$ cat src/rtl/retstk_pkg.sv
// Shared defaults and the stack operation encoding for the return stack.
// Assumes the ring depth is a power of two so the pointer wraps naturally.
package retstk_pkg;
    localparam int unsigned ADDR_W_DEF = 20;
    localparam int unsigned DEPTH_DEF  = 8;
    localparam logic [ADDR_W_DEF-1:0] VECTOR_DEF = 20'h0000F;

    // Operation applied to the ring in one cycle.
    typedef enum logic [1:0] {
        STK_IDLE = 2'd0,
        STK_PUSH = 2'd1,
        STK_POP  = 2'd2,
        STK_SWAP = 2'd3
    } stk_op_e;
endpackage

$ cat src/rtl/retstk_ring.sv
// Ring storage for return addresses with a single wrapping pointer.
// The pointer addresses the next free slot; the top is the slot below it.
// No overflow or underflow detection: wrapping is the intended behaviour.
// Assumes DEPTH is a power of two. Entries are not reset.
module retstk_ring
    import retstk_pkg::*;
#(
    parameter int unsigned ADDR_W = ADDR_W_DEF,
    parameter int unsigned DEPTH  = DEPTH_DEF
) (
    input  logic              clk,
    input  logic              rst_n,
    input  stk_op_e           op_i,
    input  logic [ADDR_W-1:0] wr_addr_i,
    output logic [ADDR_W-1:0] top_o
);
    localparam int unsigned PW = $clog2(DEPTH);

    logic [PW-1:0]     ptr_q;
    logic [PW-1:0]     top_idx;
    logic [PW-1:0]     wr_idx;
    logic              wr_en;
    logic [ADDR_W-1:0] slot_q [DEPTH];

    // Index of the current top entry.
    assign top_idx = ptr_q - 1'b1;

    // Select the slot written this cycle: a push fills the free slot, a swap overwrites the top.
    always_comb begin
        wr_en  = (op_i == STK_PUSH) || (op_i == STK_SWAP);
        wr_idx = (op_i == STK_SWAP) ? top_idx : ptr_q;
    end

    // Pointer update: up on push, down on pop, held on swap or idle.
    always_ff @(posedge clk) begin
        if (!rst_n) begin
            ptr_q <= '0;
        end else begin
            case (op_i)
                STK_PUSH: ptr_q <= ptr_q + 1'b1;
                STK_POP:  ptr_q <= ptr_q - 1'b1;
                default:  ptr_q <= ptr_q;
            endcase
        end
    end

    // One write port per slot, selected by the write index.
    for (genvar gi = 0; gi < DEPTH; gi++) begin : g_slot
        always_ff @(posedge clk) begin
            if (wr_en && (wr_idx == PW'(gi))) begin
                slot_q[gi] <= wr_addr_i;
            end
        end
    end

    // Read the top entry.
    assign top_o = slot_q[top_idx];

    assert_push_wraps_R2: assert property (@(posedge clk) disable iff (!rst_n)
        (op_i == STK_PUSH) |=> (ptr_q == $past(ptr_q) + 1'b1));

    assert_push_top_R1: assert property (@(posedge clk) disable iff (!rst_n)
        (op_i == STK_PUSH) |=> (top_o == $past(wr_addr_i)));

    assert_pop_wraps_R3: assert property (@(posedge clk) disable iff (!rst_n)
        (op_i == STK_POP) |=> (ptr_q == $past(ptr_q) - 1'b1));

    assert_swap_keeps_depth_R4: assert property (@(posedge clk) disable iff (!rst_n)
        (op_i == STK_SWAP) |=> ((ptr_q == $past(ptr_q)) && (top_o == $past(wr_addr_i))));
endmodule

$ cat src/rtl/irq_seq.sv
// Interrupt entry sequencer: latches one request while enabled and holds it
// until the core reports an instruction boundary, then fires a one-cycle take.
// Taking clears the enable; software re-enables through ie_set_i.
// Assumes a single combined request line with no source priority.
module irq_seq (
    input  logic clk,
    input  logic rst_n,
    input  logic req_i,
    input  logic done_i,
    input  logic ie_set_i,
    output logic take_o,
    output logic ie_o
);
    logic pending_q;
    logic ie_q;

    // Take happens at the boundary that follows an accepted request.
    assign take_o = pending_q && done_i;
    assign ie_o   = ie_q;

    // Pending flag: set by an enabled request, cleared when taken.
    always_ff @(posedge clk) begin
        if (!rst_n) begin
            pending_q <= 1'b0;
        end else if (take_o) begin
            pending_q <= 1'b0;
        end else if (req_i && ie_q) begin
            pending_q <= 1'b1;
        end
    end

    // Enable bit: cleared on take (which wins over a set), set by software.
    always_ff @(posedge clk) begin
        if (!rst_n) begin
            ie_q <= 1'b0;
        end else if (take_o) begin
            ie_q <= 1'b0;
        end else if (ie_set_i) begin
            ie_q <= 1'b1;
        end
    end

    assert_ie_cleared_R7: assert property (@(posedge clk) disable iff (!rst_n)
        take_o |=> !ie_o);

    assert_single_take_R7: assert property (@(posedge clk) disable iff (!rst_n)
        take_o |=> !take_o);

    assert_pending_held_R5: assert property (@(posedge clk) disable iff (!rst_n)
        (pending_q && !done_i) |=> pending_q);
endmodule

$ cat src/rtl/retstk_irq_top.sv
// Return-address stack with interrupt entry. Calls and returns from the core
// drive the ring; an interrupt take overrides them for one cycle, pushes the
// program counter and requests a jump to the fixed vector.
// Assumes the core samples vec_take_o/vec_pc_o as a next-PC override.
module retstk_irq_top
    import retstk_pkg::*;
#(
    parameter int unsigned        ADDR_W = ADDR_W_DEF,
    parameter int unsigned        DEPTH  = DEPTH_DEF,
    parameter logic [ADDR_W-1:0]  VECTOR = VECTOR_DEF
) (
    input  logic              clk,
    input  logic              rst_n,
    input  logic              call_i,
    input  logic [ADDR_W-1:0] call_addr_i,
    input  logic              ret_i,
    output logic [ADDR_W-1:0] ret_addr_o,
    input  logic              irq_req_i,
    input  logic              instr_done_i,
    input  logic [ADDR_W-1:0] pc_i,
    input  logic              ie_set_i,
    output logic              ie_o,
    output logic              vec_take_o,
    output logic [ADDR_W-1:0] vec_pc_o
);
    logic              take;
    stk_op_e           op;
    logic [ADDR_W-1:0] wr_addr;

    irq_seq u_seq (
        .clk      (clk),
        .rst_n    (rst_n),
        .req_i    (irq_req_i),
        .done_i   (instr_done_i),
        .ie_set_i (ie_set_i),
        .take_o   (take),
        .ie_o     (ie_o)
    );

    // Choose the ring operation; an interrupt take masks the core's call/return.
    always_comb begin
        wr_addr = call_addr_i;
        if (take) begin
            op      = STK_PUSH;
            wr_addr = pc_i;
        end else if (call_i && ret_i) begin
            op = STK_SWAP;
        end else if (call_i) begin
            op = STK_PUSH;
        end else if (ret_i) begin
            op = STK_POP;
        end else begin
            op = STK_IDLE;
        end
    end

    retstk_ring #(
        .ADDR_W (ADDR_W),
        .DEPTH  (DEPTH)
    ) u_ring (
        .clk       (clk),
        .rst_n     (rst_n),
        .op_i      (op),
        .wr_addr_i (wr_addr),
        .top_o     (ret_addr_o)
    );

    assign vec_take_o = take;
    assign vec_pc_o   = VECTOR;

    assert_take_pushes_pc_R6: assert property (@(posedge clk) disable iff (!rst_n)
        vec_take_o |=> (ret_addr_o == $past(pc_i)));

    assert_take_on_boundary_R5: assert property (@(posedge clk) disable iff (!rst_n)
        vec_take_o |-> instr_done_i);
endmodule

$ cat config.mk
export PLATFORM = sky130hd
export DESIGN_NAME = retstk_irq_top
export DESIGN_NICKNAME = d
export VERILOG_FILES = /design/src/rtl/retstk_pkg.sv /design/src/rtl/retstk_ring.sv /design/src/rtl/irq_seq.sv /design/src/rtl/retstk_irq_top.sv
export SDC_FILE = /design/constraint.sdc
export NUM_CORES = 1
export LEC_CHECK = 0
export BUFFER_PORTS_ARGS = -buffer_cell sky130_fd_sc_hd__clkbuf_2
export CORE_ASPECT_RATIO = 1.1
export CORE_UTILIZATION = 61
export CTS_CLUSTER_SIZE = 40
export DETAILED_ROUTE_END_ITERATION = 10
export PLACE_DENSITY = 0.8
export RECOVER_POWER = 25
export SYNTH_ARGS = -nofsm -noshare
export SYNTH_HDL_FRONTEND = slang
export SYNTH_SLANG_ARGS = --single-unit
$ cat constraint.sdc
create_clock -name clk -period 8.8 [get_ports clk]
set_input_delay 0.44 -clock clk [delete_from_list [all_inputs] [get_ports clk]]
set_output_delay 0.44 -clock clk [all_outputs]
set_load 0.005 [all_outputs]
After elaboration in Yosys (flattened, before gate mapping)
Memories as Yosys holds them, arrays and structs flattened. Index checks and enable logic that the tools add are counted.

Flip-flop bits (word level): 5. Bits in writable memories: 160. Bits of input ports: 47. Output and inout port bits: 42. Logic and storage cells: 83. Memories kept: 1.

Add/sub/neg operators: 2. Eq/ne operators: 10. Muxes and demuxes: 44. Bitwise gates (word level): 1. Reductions and logical operators: 22.

Memory list: u_ring.slot_q (words 8, bits a word 20, rd ports 1, clocked after memory_dff 0, write ports 1, RTL line retstk_ring.sv:23) `logic [ADDR_W-1:0] slot_q [DEPTH];`.

Operator list (number): $mux 20 (8); $reduce_or 20->1 (7); $mux 3 (8); $mux 1 (23); $eq 3x3->1 const B (4); $logic_and 1x1->1 (11); $mux 2 (4); $eq 3x2->1 const B (2); $pmux 3 s2 (1); $eq 2x2->1 const B (2); $add 3x1->3 const B (1); $eq 3x1->1 const B (1); $logic_not 3->1 (1); $sub 3x1->3 const B (1); $eq 2x1->1 const B (1); $reduce_bool 2->1 (1); $reduce_or 2->1 (1); $logic_or 1x1->1 (1); $not 1->1 (1).

Logic depth before layout (Yosys ltp)
Depth in word-level cells: 18. Gate-level depth with buffers: 10. Depth with buffers taken out: 8.

Modules after synthesis
Synthesis repeated with hierarchy kept, for this count alone.

Cell total of the unflattened synthesis: 475. Area, all modules: 7226.9 um^2.

Modules (own cells, without submodules): retstk_ring (instances 1, cells an instance 421, area an instance 6731.5 um^2, sequential area each 4864.7 um^2); retstk_irq_top (instances 1, cells an instance 46, area an instance 417.9 um^2, sequential area each 0.0 um^2); irq_seq (instances 1, cells an instance 8, area an instance 77.6 um^2, sequential area each 40.0 um^2).

Worst setup path after synthesis
Ideal clock, no wire load.

Path type: register to register. Start: register u_ring.ptr_q[0]. End: memory u_ring.slot_q[3][0] in the netlist's numbering, enable pin. Library setup time: 0.397 ns. Arrival: 2.825 ns. Data required time: 8.403 ns. Path slack: 5.578 ns. Cell stages (with the launch flop): 11. Buffers on the path: 5. Clock period less this slack: 3.222 ns. Cell sequence: dfxtp_1 -> buf_2 -> inv_1 -> clkbuf_1 -> ha_1 -> buf_2 -> buf_4 -> buf_4 -> nor4b_1 -> nor3_1 -> nor2_1.

Word-level cells in the longest chain between the ends: 14. Elaborated cells on any way between the ends: 55. Classes of those cells: 1 x add/sub; 7 x eq/ne; 31 x mux; 16 x reduce/logical.

Ends and longest elaborated chain: from (decl) (RTL line retstk_ring.sv:19) `logic [PW-1:0] ptr_q;`; from (signal assigned) (RTL line retstk_ring.sv:40) `STK_PUSH: ptr_q <= ptr_q + 1'b1;`; from (signal assigned) (RTL line retstk_ring.sv:41) `STK_POP: ptr_q <= ptr_q - 1'b1;`; from (signal assigned) (RTL line retstk_ring.sv:42) `default: ptr_q <= ptr_q;`; $sub 3x1->3 (RTL line retstk_ring.sv:26) `assign top_idx = ptr_q - 1'b1;`; $mux 3 (*) (RTL line retstk_ring.sv:31) `wr_idx = (op_i == STK_SWAP) ? top_idx : ptr_q;`; $eq 3x1->1 (RTL line retstk_ring.sv:50) `if (wr_en && (wr_idx == PW'(gi))) begin`; $logic_and 1x1->1 (RTL line retstk_ring.sv:50); $mux 1 (RTL line retstk_ring.sv:50); $mux 1 (implied by the code) (RTL line retstk_ring.sv:51) `slot_q[gi] <= wr_addr_i;`; $reduce_or 20->1 (no source line); $mux 3 (no source line) / $mux 1 (equally long branches) (7 in a row); to (decl) (RTL line retstk_ring.sv:23).

Every way passes the cells marked *; elsewhere a longest branch is shown, timed or not.

Worst setup path in the final report
Start: register u_seq.pending_q. End: memory u_ring.slot_q[6][6] in the netlist's numbering, enable pin.

Word-level cells in the longest chain between the ends: 16. Elaborated cells on any way between the ends: 59. Classes of those cells: 9 x eq/ne; 32 x mux; 18 x reduce/logical.

Ends and longest elaborated chain: from (decl) (RTL line irq_seq.sv:14) `logic pending_q;`; from (signal assigned) (RTL line irq_seq.sv:24) `pending_q <= 1'b0;`; from (signal assigned) (RTL line irq_seq.sv:26) `pending_q <= 1'b0;`; from (signal assigned) (RTL line irq_seq.sv:28) `pending_q <= 1'b1;`; $logic_and 1x1->1 (*) (RTL line irq_seq.sv:18) `assign take_o = pending_q && done_i;`; $mux 2 (*) (RTL line retstk_irq_top.sv:43) `if (take) begin`; $eq 2x2->1 (RTL line retstk_ring.sv:30, retstk_ring.sv:31); $mux 3 (RTL line retstk_ring.sv:31); $eq 3x1->1 (RTL line retstk_ring.sv:50); $logic_and 1x1->1 (RTL line retstk_ring.sv:50); $mux 1 (RTL line retstk_ring.sv:50); $mux 1 (implied by the code) (RTL line retstk_ring.sv:51); $reduce_or 20->1 (no source line); $mux 3 (no source line) / $mux 1 (equally long branches) (7 in a row).

Marked as above.

==> impl_metrics.json <==
{
  "clkPwrFrac": 0.342,
  "yosys.area.top_type": "edfxtp_1",
  "setup_violations": 0,
  "ant_nets": 0,
  "grt_max_degree": 49,
  "cts_setup_buffers": 0,
  "synth_top_family_by_area": "simple AND/OR/NAND/NOR gates",
  "clk_latency_ns": 0.43,
  "gr-usage-met1": 0.306,
  "fin_cells": 736,
  "nets": 624,
  "globalRouteOverflowTotal": 0,
  "drt-initial-drc-count": 263,
  "hp-class": "input port to register",
  "hold-worst-slack_ns": 0.262,
  "ctsLongestPathBuffers": 2,
  "vias": 4245,
  "max_stage_delay_ns": 1.15,
  "vdd_drop_max_v": 0.000161,
  "ys_warn_count": 0,
  "hpwl_um": 8100,
  "drive_gt1_frac": 0.191,
  "grt-busiest-layer": "met2",
  "synth_fa_ha_area_frac": 0.00691,
  "reg2reg_depth": 6,
  "worst_pin_slew_ns": 1.37,
  "synth_area_leaders": "edfxtp_1, mux2i_1, nand3_1",
  "path_cells": "nand2_1, clkbuf_1, inv_1, clkbuf_1, o21ai_0, nor2_2",
  "drt_wl_total_um": 14100,
  "crit_buf_inv": 3,
  "swShare": 0.278,
  "muxShareOfSynthArea": 0.113,
  "rr_startpoint": "u_seq.pending_q",
  "dpl.cell_count": 704,
  "regArea_um2": 4900,
  "post-place-ws_ns": 5.06,
  "slew_headroom": 0.0836,
  "synthCells": 516,
  "synth_area_per_cell_um2": 14.0,
  "initial_core_util": 0.628,
  "synth_xor_area_frac": 0.00812,
  "cts_tree": "built",
  "whs_path_depth": 3,
  "skew_ns": 0.00748,
  "cts_made_buffers": 17,
  "cts-resized-gates": 0,
  "critPathMostFrequentCell": "clkbuf_1",
  "worstPathRequired_ns": 8.83,
  "finalHoldViolCount": 0,
  "placed_area_um2": 7590,
  "n_antenna_cell": 0,
  "p_int_mw": 1.56,
  "first_global_vias": 4113,
  "syn_to_final_growth_pct": 12.8,
  "seqPwrFrac": 0.433,
  "fin_crit_ns": 4.25,
  "gp_congestion": 0.807,
  "crit_type": "register to register",
  "cp.arrival_ns": 4.28,
  "cp_max_fo": 24,
  "ctsHoldBuffers": 0,
  "die_width_um": 106,
  "tns_ns": 0,
  "rsz0062_at_grt": "no",
  "critPathTopFamily": "buffers and inverters",
  "mostFrequentLayoutCells": "edfxtp_1, mux2i_1, nand3_1",
  "syn_area_um2": 7240,
  "fin_ws_ns": 4.55,
  "synth_cell_types": 31,
  "slew_viol_final": 0,
  "p_leak_nw": 2.96,
  "layout_commonest_cell": "edfxtp_1",
  "synth-seq-area-share": 0.677,
  "synth_compound_area_frac": 0.00484,
  "endpoint_kind": "register",
  "fmax_ghz": 0.235,
  "r2r_end": "u_ring.slot_q[6][6]",
  "synth.top_cell.area_share": 0.663,
  "detail_route.first_pass.iterations": 5,
  "final_util": 0.708,
  "switching_power_uw": 601,
  "ys_ff_latch": 165,
  "start_kind": "register",
  "die_h_um": 116,
  "slowest_stage": "nor2_2",
  "num-fill-cells": 770,
  "rrSetupSlack_ns": 4.55,
  "cap_viol_max_count": 0,
  "yosys.area_share.simple": 0.140,
  "post-route-period-util": 0.483,
  "hp-start": "ie_set_i",
  "clkTransAtPathRegs_ns": 0.06,
  "port_buffers": 68,
  "power.total_mw": 2.16,
  "drc": 0,
  "whs_endpoint": "u_seq.ie_o",
  "grt_util_met2": 0.420,
  "power_per_cell_area_nw_per_um2": 265,
  "wl_per_cell_um": 19.1,
  "num_rows": 41,
  "dieArea_um2": 12300,
  "core_area_um2": 11500,
  "fin_area_um2": 8170,
  "cts_root_buf": "clkbuf_16",
  "p_comb_frac": 0.225,
  "routed_via_density": 5.77,
  "ios": 89,
  "use_met3": 0.0592,
  "antenna_found_initial": 0,
  "track_usage": 0.244,
  "cts_max_level": 4,
  "outcome": "finished clean",
  "multiInputGateArea_um2": 2100,
  "grt_pass1_wl_um": 21700,
  "cts.sink_count": 165
}
## power groups by stage
stage,combinational (mW),sequential (mW),clock (mW)
2_1_floorplan,0.358,0.949,0
3_3_place_gp,0.474,0.952,0
3_5_place_dp,0.486,0.955,0
4_1_cts,0.488,0.938,0.749
5_1_grt,0.525,0.941,0.780
6_report,0.486,0.938,0.740
## synthesized netlist by cell type
library cell,n
xnor2_2,1
and2_1,4
buf_1,1
buf_4,24
ha_1,4
nor2_1,10
mux2i_1,82
conb_1,2
and4bb_2,2
nand2_1,63
or3_1,1
xnor2_1,3
nor3_1,5
nor3b_1,2
clkbuf_1,12
buf_2,13
inv_1,4
o21bai_1,1
and3b_1,1
a21boi_1,1
nor4bb_1,1
dfxtp_1,5
edfxtp_1,160
xor2_2,1
nor4b_1,1
nand3_1,80
o21ai_0,3
and4_1,21
and4b_1,3
buf_6,4
o21ai_1,1
## flip-flops by register name, indices dropped and copies added, names as in the netlist
| name | cells |
|---|---|
| u_seq.ie_o | 1 |
| u_ring.slot_q | 160 |
| u_ring.ptr_q | 3 |
| u_seq.pending_q | 1 |
## kinds of logic (layout without fill, tap and decap cells)
kind of cell / count (synthesis) / count (layout)
AND/OR/NAND/NOR: 194 / 194
multiplexers: 82 / 82
XOR/XNOR: 5 / 5
buffers and inverters: 58 / 110
adder cells (fa/ha/maj): 4 / 4
other: 2 / 20
flip-flops: 165 / 165
AO/OA/AOI/OAI: 6 / 6
## how the worst max path moves through the flow
stage / cells after the start / start / endpoint / slack [ns]
final: 6 / u_seq.pending_q / u_ring.slot_q[6][6] / 4.55
after detailed placement: 7 / u_ring.ptr_q[0] / u_ring.slot_q[3][9] / 5.06
after global placement: 7 / u_ring.ptr_q[0] / u_ring.slot_q[2][7] / 5.10
after global routing: 6 / u_seq.pending_q / u_ring.slot_q[6][5] / 4.33
after CTS: 8 / u_ring.ptr_q[0] / ret_addr_o[10] / 4.64
after floorplan: 10 / u_ring.ptr_q[0] / u_ring.slot_q[3][0] / 5.58
## cell type report
cell class | instances | area share
clock buffers | 19 | 0.0530
flip-flops and latches | 165 | 0.600
clock inverters | 13 | 0.0193
inverters | 4 | 0.00184
multi-input cells | 311 | 0.256
repair buffers | 74 | 0.0462
well taps | 150 | 0.0230
## routing by layer
metal / share of wire / routed length, µm
met4: 0.0095 / 133
met2: 0.51 / 7250
met1: 0.43 / 6050
met3: 0.045 / 640
met5: 0 / 0
## tightest hold or removal path, cell delays in order
cell      delay [ns]
clkbuf_2        0.07
o21ai_0         0.07
nor2_1          0.08
Note: power is estimated with default switching activity, not from simulation.
